## src/rtl/mct_pkg.sv

```systemverilog
package mct_pkg;

  // Phase of the restart sequence after a clear-at-start clear
  typedef enum logic [1:0] {
    PH_RUN  = 2'd0,
    PH_SKIP = 2'd1,
    PH_WAIT = 2'd2
  } phase_e;

  // Strobes from control to datapath
  typedef struct packed {
    logic load0;  // load zero into the counter
    logic step;   // advance the counter by one
    logic hit;    // a match event happens this cycle
  } strobe_t;

endpackage

```

## src/rtl/mct_ctrl.sv

```systemverilog
module mct_ctrl
  import mct_pkg::*;
#(
  parameter int RATIO_W = 2
) (
  input  logic               clk,
  input  logic               rst,
  input  logic               preEn,
  input  logic               extEvent,
  input  logic               extSel,
  input  logic [RATIO_W-1:0] ratio,
  input  logic               clrAtEnd,
  input  logic               pwmMode,
  input  logic               eqMatch,
  output strobe_t            strobes
);

  logic [RATIO_W-1:0] divCnt;
  logic               divWrap;
  logic               tickInt;
  logic               tick;
  logic               endMode;
  logic               skipNeeded;
  phase_e             phase;
  phase_e             phaseNext;

  // Prescale divider: counts enable pulses, wraps at the ratio setting
  assign divWrap = (divCnt >= ratio);
  assign tickInt = preEn && divWrap;

  always_ff @(posedge clk) begin
    if (rst) begin
      divCnt <= '0;
    end else if (preEn) begin
      divCnt <= divWrap ? '0 : divCnt + 1'b1;
    end
  end

  assign tick       = extSel ? extEvent : tickInt;
  assign endMode    = clrAtEnd && !pwmMode;
  assign skipNeeded = (pwmMode || !extSel) && (ratio != '0);

  always_comb begin
    strobes   = '0;
    phaseNext = phase;
    unique case (phase)
      PH_RUN: begin
        if (endMode) begin
          strobes.hit   = tick && eqMatch;
          strobes.load0 = tick && eqMatch;
          strobes.step  = tick && !eqMatch;
        end else if (eqMatch) begin
          strobes.hit   = 1'b1;
          strobes.load0 = 1'b1;
          phaseNext     = skipNeeded ? PH_SKIP : PH_WAIT;
        end else begin
          strobes.step = tick;
        end
      end
      PH_SKIP: begin
        if (tick) phaseNext = PH_WAIT;
      end
      PH_WAIT: begin
        if (tick) begin
          strobes.step = 1'b1;
          phaseNext    = PH_RUN;
        end
      end
      default: phaseNext = PH_RUN;
    endcase
  end

  always_ff @(posedge clk) begin
    if (rst) phase <= PH_RUN;
    else     phase <= phaseNext;
  end

endmodule

```

## src/rtl/mct_dpath.sv

```systemverilog
module mct_dpath
  import mct_pkg::*;
#(
  parameter int CNT_W = 8
) (
  input  logic             clk,
  input  logic             rst,
  input  strobe_t          strobes,
  input  logic             flagClr,
  input  logic [CNT_W-1:0] matchVal,
  output logic [CNT_W-1:0] count,
  output logic             flag,
  output logic             eqMatch
);

  assign eqMatch = (count == matchVal);

  always_ff @(posedge clk) begin
    if (rst) begin
      count <= '0;
    end else if (strobes.load0) begin
      count <= '0;
    end else if (strobes.step) begin
      count <= count + 1'b1;
    end
  end

  // Set wins over clear
  always_ff @(posedge clk) begin
    if (rst)              flag <= 1'b0;
    else if (strobes.hit) flag <= 1'b1;
    else if (flagClr)     flag <= 1'b0;
  end

endmodule

```

## src/rtl/mct_timebase.sv

```systemverilog
module mct_timebase
  import mct_pkg::*;
#(
  parameter int CNT_W   = 8,
  parameter int RATIO_W = 2
) (
  input  logic               clk,
  input  logic               rst,
  input  logic               preEn,
  input  logic               extEvent,
  input  logic               extSel,
  input  logic [RATIO_W-1:0] ratio,
  input  logic [CNT_W-1:0]   matchVal,
  input  logic               clrAtEnd,
  input  logic               pwmMode,
  input  logic               flagClr,
  output logic [CNT_W-1:0]   count,
  output logic               matchPulse,
  output logic               flag
);

  strobe_t strobes;
  logic    eqMatch;

  mct_ctrl #(.RATIO_W(RATIO_W)) uCtrl (
    .clk      (clk),
    .rst      (rst),
    .preEn    (preEn),
    .extEvent (extEvent),
    .extSel   (extSel),
    .ratio    (ratio),
    .clrAtEnd (clrAtEnd),
    .pwmMode  (pwmMode),
    .eqMatch  (eqMatch),
    .strobes  (strobes)
  );

  mct_dpath #(.CNT_W(CNT_W)) uDpath (
    .clk      (clk),
    .rst      (rst),
    .strobes  (strobes),
    .flagClr  (flagClr),
    .matchVal (matchVal),
    .count    (count),
    .flag     (flag),
    .eqMatch  (eqMatch)
  );

  assign matchPulse = strobes.hit;

endmodule

```

## config.mk

```make
export PLATFORM = sky130hd
export DESIGN_NAME = mct_timebase
export DESIGN_NICKNAME = d
export VERILOG_FILES = /design/src/rtl/mct_pkg.sv /design/src/rtl/mct_ctrl.sv /design/src/rtl/mct_dpath.sv /design/src/rtl/mct_timebase.sv
export SDC_FILE = /design/constraint.sdc
export NUM_CORES = 1
export LEC_CHECK = 0
export BUFFER_PORTS_ARGS = -buffer_cell sky130_fd_sc_hd__buf_2
export CAP_MARGIN = 20
export CORE_MARGIN = 1
export CORE_UTILIZATION = 40
export DETAILED_ROUTE_END_ITERATION = 10
export GPL_TIMING_DRIVEN = 1
export PLACE_DENSITY_LB_ADDON = 0.1
export SKIP_LAST_GASP = 1
export SYNTH_ARGS = -nofsm -noshare
export SYNTH_HDL_FRONTEND = slang
export SYNTH_SLANG_ARGS = --single-unit
```

## constraint.sdc

```tcl
create_clock -name clk -period 4.3 [get_ports clk]
set_clock_uncertainty 0.2 [all_clocks]
set_input_delay 0.86 -clock clk [delete_from_list [all_inputs] [get_ports clk]]
set_output_delay 0.86 -clock clk [all_outputs]
set_load 0.02 [all_outputs]
```

== Word level (Yosys, flattened, before mapping) ==
Index checks and enable logic that the tools add are counted.
Widths: inputs -> output; s select.

* Bits in registers: 13
* Latch bits: 0
* RAM bits: 0
* Bits in read-only memories: 0
* Input port bits: 18
* Output and inout port bits: 10
* Logic and storage cells: 45
* Memories kept: 0

* Add/sub/neg operators: 2
* Multiply operators: 0
* Div/mod/pow operators: 0
* $lt $le $gt $ge: 1
* Eq/ne operators: 7
* Shifts and indexed selects: 0
* Muxes and demuxes: 17
* Bitwise logic cells: 0
* Reduce and logical (&&, ||, !) cells: 14

{| class="wikitable"
|+ Operators by type and width
! cell !! count
|-
| $mux 2 || 6
|-
| $add 8x1->8 const B || 1
|-
| $eq 8x8->1 || 1
|-
| $mux 1 || 8
|-
| $ne 2x1->1 const B || 3
|-
| $pmux 2 s3 || 1
|-
| $logic_and 1x1->1 || 5
|-
| $reduce_and 4->1 || 1
|-
| $reduce_bool 2->1 || 2
|-
| $logic_not 1->1 || 3
|-
| $mux 3 || 1
|-
| $add 2x1->2 const B || 1
|-
| $eq 2x1->1 const B || 1
|-
| $eq 2x2->1 const B || 1
|-
| $ge 2x2->1 || 1
|-
| $logic_not 2->1 || 1
|-
| $ne 2x2->1 const B || 1
|-
| $pmux 1 s2 || 1
|-
| $reduce_or 2->1 || 1
|-
| $logic_or 1x1->1 || 1
|}

== Logic depth before layout (Yosys ltp) ==
* Depth after elaboration: 7
* Gate-level depth with buffers: 8
* Gate-level depth less buffers: 7

== Cells and area by module ==
From an unflattened synthesis, not the netlist that was laid out.

* Cell total of the unflattened synthesis: 91
* Area, all modules: 775.7 µm²

{| class="wikitable"
|+ By module, submodules not included
! module !! instances !! cells each !! area each (µm²) !! sequential area each (µm²)
|-
| mct_dpath || 1 || 54 || 466.7 || 180.2
|-
| mct_ctrl || 1 || 37 || 309.0 || 80.1
|}

== Least setup slack after synthesis ==
Ideal clock, no wire load.

* Path type: input-to-output
* Start point: input ratio[0]
* End point: output matchPulse
* Data arrival time: 2112 ps
* Path slack: 1128 ps
* Stages: 5
* Buffers on the path: 0
* Cells stage by stage: ha_1 > nand2b_1 > a21o_2 > a2111oi_2 > nor3_1

* Longest elaborated chain between the ends: 6

{| class="wikitable"
|+ Ends and longest elaborated chain
! what !! line !! source
|-
| from (decl) || mct_timebase.sv:12 || <nowiki>input logic [RATIO_W-1:0] ratio,</nowiki>
|-
| $ge 2x2->1 || mct_ctrl.sv:28 || <nowiki>assign divWrap = (divCnt >= ratio);</nowiki>
|-
| $logic_and 1x1->1 || mct_ctrl.sv:29 || <nowiki>assign tickInt = preEn && divWrap;</nowiki>
|-
| $mux 1 || mct_ctrl.sv:39 || <nowiki>assign tick = extSel ? extEvent : tickInt;</nowiki>
|-
| $logic_and 1x1->1 || mct_ctrl.sv:49 || <nowiki>strobes.hit = tick && eqMatch;</nowiki>
|-
| $mux 3 || mct_ctrl.sv:48 || <nowiki>if (endMode) begin</nowiki>
|-
| $mux 1 || mct_ctrl.sv:46 || <nowiki>unique case (phase)</nowiki>
|-
| to (decl) || mct_timebase.sv:18 || <nowiki>output logic matchPulse,</nowiki>
|}

No other way between the ends.

== Final worst setup path ==
Ends and elaborated chain as after synthesis.

==> run_results.csv <==
group,metric,value,unit
run_status,outcome,"completed",
power,pwr_density_cell,239,mW/mm²
global_routing,grt_usage,0.180,
detailed_routing,firstDrtPassIters,4,
power,p_leak,0.416,nW
sta,period_share,0.798,
setup_path,cp_common_cell,"buf_2",
setup_path,cp.arrival,2370,ps
power,clockPowerShare,0.296,
synthesis,ys_seq_elements,13,
synthesis,synth_top_area_share,0.314,
sta,tns,0,ps
detailed_routing,viasPerCell,5.51,
placed_design,port_buffers,27,
synthesis,synth_warnings,0,
sta,worstMarginPinSlew,652,ps
placed_design,placed_cells,150,
setup_path,crit_buf_inv,2,
detailed_routing,drc,0,
global_routing,grt_max_degree,17,
global_routing,grt_pass1_wl,2.87,mm
clock_tree,hold_buffers,0,
floorplanning,die_w,47.5,µm
setup_path,cp.depth,7,
sta,maxSlewHeadroom,0.562,
placed_design,placed_cell_area,1000,µm²
floorplanning,dieHeight,47.5,µm
clock_tree,cts_resized,0,
detailed_routing,ant_nets,0,
layout,final_cell_count_no_fill,154,
clock_tree,clk-insertion-delay-late,270,ps
global_routing,grt_pass1_vias,681,
clock_tree,clk_pin_slew,70,ps
synthesis,synth_area,828,µm²
clock_tree,postCtsSetupRepairBufs,0,
detailed_routing,drt_iter0_markers,13,
synthesis,seq_area_frac_synth,0.314,
power,power.switching,0.0000648,W
sta,rsz0062_at_grt,"false",
floorplanning,design.die.area,0.00226,mm²
layout,nets,149,
job,max_cap_violations,0,
clock_tree,numCtsBuffers,3,
floorplanning,io_pins,28,
synthesis,syn_area_per_cell,8.63,µm²
detailed_routing,drt_wl_total,1.75,mm
power,internal-power,0.000180,W
sta,hold_viol_final,0,
synthesis,syn_nets,117,
power,switching_share,0.264,
layout,syn_to_final_growth,23.9,%
placed_design,gp_congestion,0.783,
sta,finalMaxSlewViolations,0,
clock_tree,cts_tree,"yes",
power,combPwrFrac,0.187,
power,vdd_drop_max,177,µV
sta,fin_crit,3430,ps
global_routing,grt_remaining_overflow,0,
setup_path,cpMaxStageDelayCell,"a2111oi_2",
worst_hold_path,hp-class,"register to register",
sta,max_freq,291,MHz
setup_path,crit_fanout,6,
clock_tree,cts-root-buf,"clkbuf_4",
layout,final_core_utilization,0.523,
sta,hold_slack,308,ps
floorplanning,rows,16,
worst_hold_path,whs_path_depth,2,
clock_tree,ctsLongestPathBuffers,2,
clock_tree,htree_levels,1,
synthesis,synth.largest_area_cell,"dfxtp_1",
floorplanning,start_util,0.422,
sta,setup_viol,0,
setup_path,cp.required,3240,ps
setup_path,max_stage_delay,440,ps
setup_path,crit_family,"compound AO/OA/AOI/OAI gates",
setup_path,crit_path_end_kind,"output port",
clock_tree,clock_sinks,13,
synthesis,synth.area.top_cells,"dfxtp_1 31%, xnor2_1 8.5%, o31ai_1 6.3%, or4_1 6.3%, a21oi_1 5.4%",
global_routing,antenna_found_initial,0,
detailed_routing,drt-wirelength-per-cell,11.4,µm
power,seqPwrFrac,0.517,
synthesis,yosysUniqueCellTypes,32,
placed_design,dp_hpwl,1.39,mm
detailed_routing,vias,848,
setup_path,path_class,"primary input to output port",
setup_path,start_kind,"primary input",
setup_path,crit_chain,"buf_2 > ha_1 > nand2b_1 > a21o_2 > a2111oi_2 > nor3_1 > buf_2",
layout,final_area,0.00103,mm²
layout,n_antenna_cell,0,
layout,drive_above_1_share,0.307,
setup_path,reg2reg_depth,5,
synthesis,syn_inst,96,
floorplanning,core-area,0.00196,mm²
through the flow:
| stage | total power, W | setup slack [ps] |
|---|---|---|
| finish | 0.000245 | 869 |
| global route | 0.000262 | 730 |
| CTS | 0.000250 | 850 |
| detailed placement | 0.000176 | 852 |
| global placement | 0.000175 | 883 |
| floorplan | 0.000157 | 1130 |
per-layer routing:
layer	share of wire	track usage	vias to the layer above	wire length (µm)
li1	-	-	436	-
met4	0.0086	0.103	0	15
met2	0.50	0.290	21	884
met1	0.45	0.231	389	783
met5	0	0	-	0
met3	0.039	0.0226	2	68
power by group through the flow:
stage | clock (W) | sequential [W] | combinational (W)
final | 0.0000725 | 0.000127 | 0.0000460
after global routing | 0.0000821 | 0.000128 | 0.0000520
after CTS | 0.0000769 | 0.000127 | 0.0000467
after detailed placement | 0 | 0.000130 | 0.0000464
after global placement | 0 | 0.000130 | 0.0000450
after floorplan | 0 | 0.000131 | 0.0000265
final cells by class:
| cell class | count | area, µm² |
|---|---|---|
| Fill cell | 225 | 936 |
| Multi-Input combinational cell | 76 | 541 |
| Sequential cell | 13 | 260 |
| Timing Repair Buffer | 28 | 143 |
| Tap cell | 27 | 33.8 |
| Clock buffer | 4 | 26.3 |
| Inverter | 6 | 22.5 |
kinds of logic (layout without fill, tap and decap cells):
kind of cell	after synthesis	in the layout	share of synthesized area
compound gates	29	29	0.248
xor+xnor	8	8	0.0846
fa+ha+maj	3	3	0.0453
buf+inv	7	38	0.0332
flops	13	13	0.314
mux	2	2	0.0242
simple gates	34	34	0.251
layout by cell type, fill, tap and decap left out, types with 3 or more instances in the layout:
cell and count:
clkbuf_4 3, xnor2_1 8, nor2_1 5, o21ai_0 4
nand4_1 6, a21oi_1 9, inv_1 6, or4_1 7
nand2_1 3, dfxtp_1 13, ha_1 3, o31ai_1 7
buf_2 27
state kept, by name, summed over array words and instances, names as in the netlist:
| signal | cells |
|---|---|
| uCtrl.phase | 2 |
| uDpath.count | 8 |
| uDpath.flag | 1 |
| uCtrl.divCnt | 2 |
final timing paths:
path                   startpoint         endpoint  slack, ps
setup / recovery         ratio[0]       matchPulse        870
hold / removal    uDpath.count[7]  uDpath.count[7]        310
setup reg to reg  uDpath.count[2]  uDpath.count[0]       2090
hold reg to reg   uDpath.count[7]  uDpath.count[7]        310
cells in the mapped netlist:
cell	instances
a2111oi_2	1
a21o_2	1
a21oi_1	9
a22o_2	1
a22oi_1	1
and2b_2	1
and3_1	1
and3_2	1
and4_1	1
buf_2	1
dfxtp_1	13
ha_1	3
inv_1	6
mux2i_1	2
nand2_1	3
nand2b_1	1
nand3_1	1
nand4_1	6
nor2_1	5
nor2b_1	1
nor3_1	2
nor3_2	1
o21a_1	1
o21ai_0	4
o221ai_1	1
o31ai_1	7
o31ai_2	1
o41ai_1	2
or2_2	1
or3_1	2
or4_1	7
xnor2_1	8
worst register-to-register path, delay by kind of cell, from the launching register on:
| family | cells | cell delay [ps] |
|---|---|---|
| compound gates | 2 | 700 |
| simple gates | 2 | 570 |
| flops | 1 | 440 |
| xor+xnor | 1 | 160 |
Note: power is estimated with default switching activity, not from simulation.
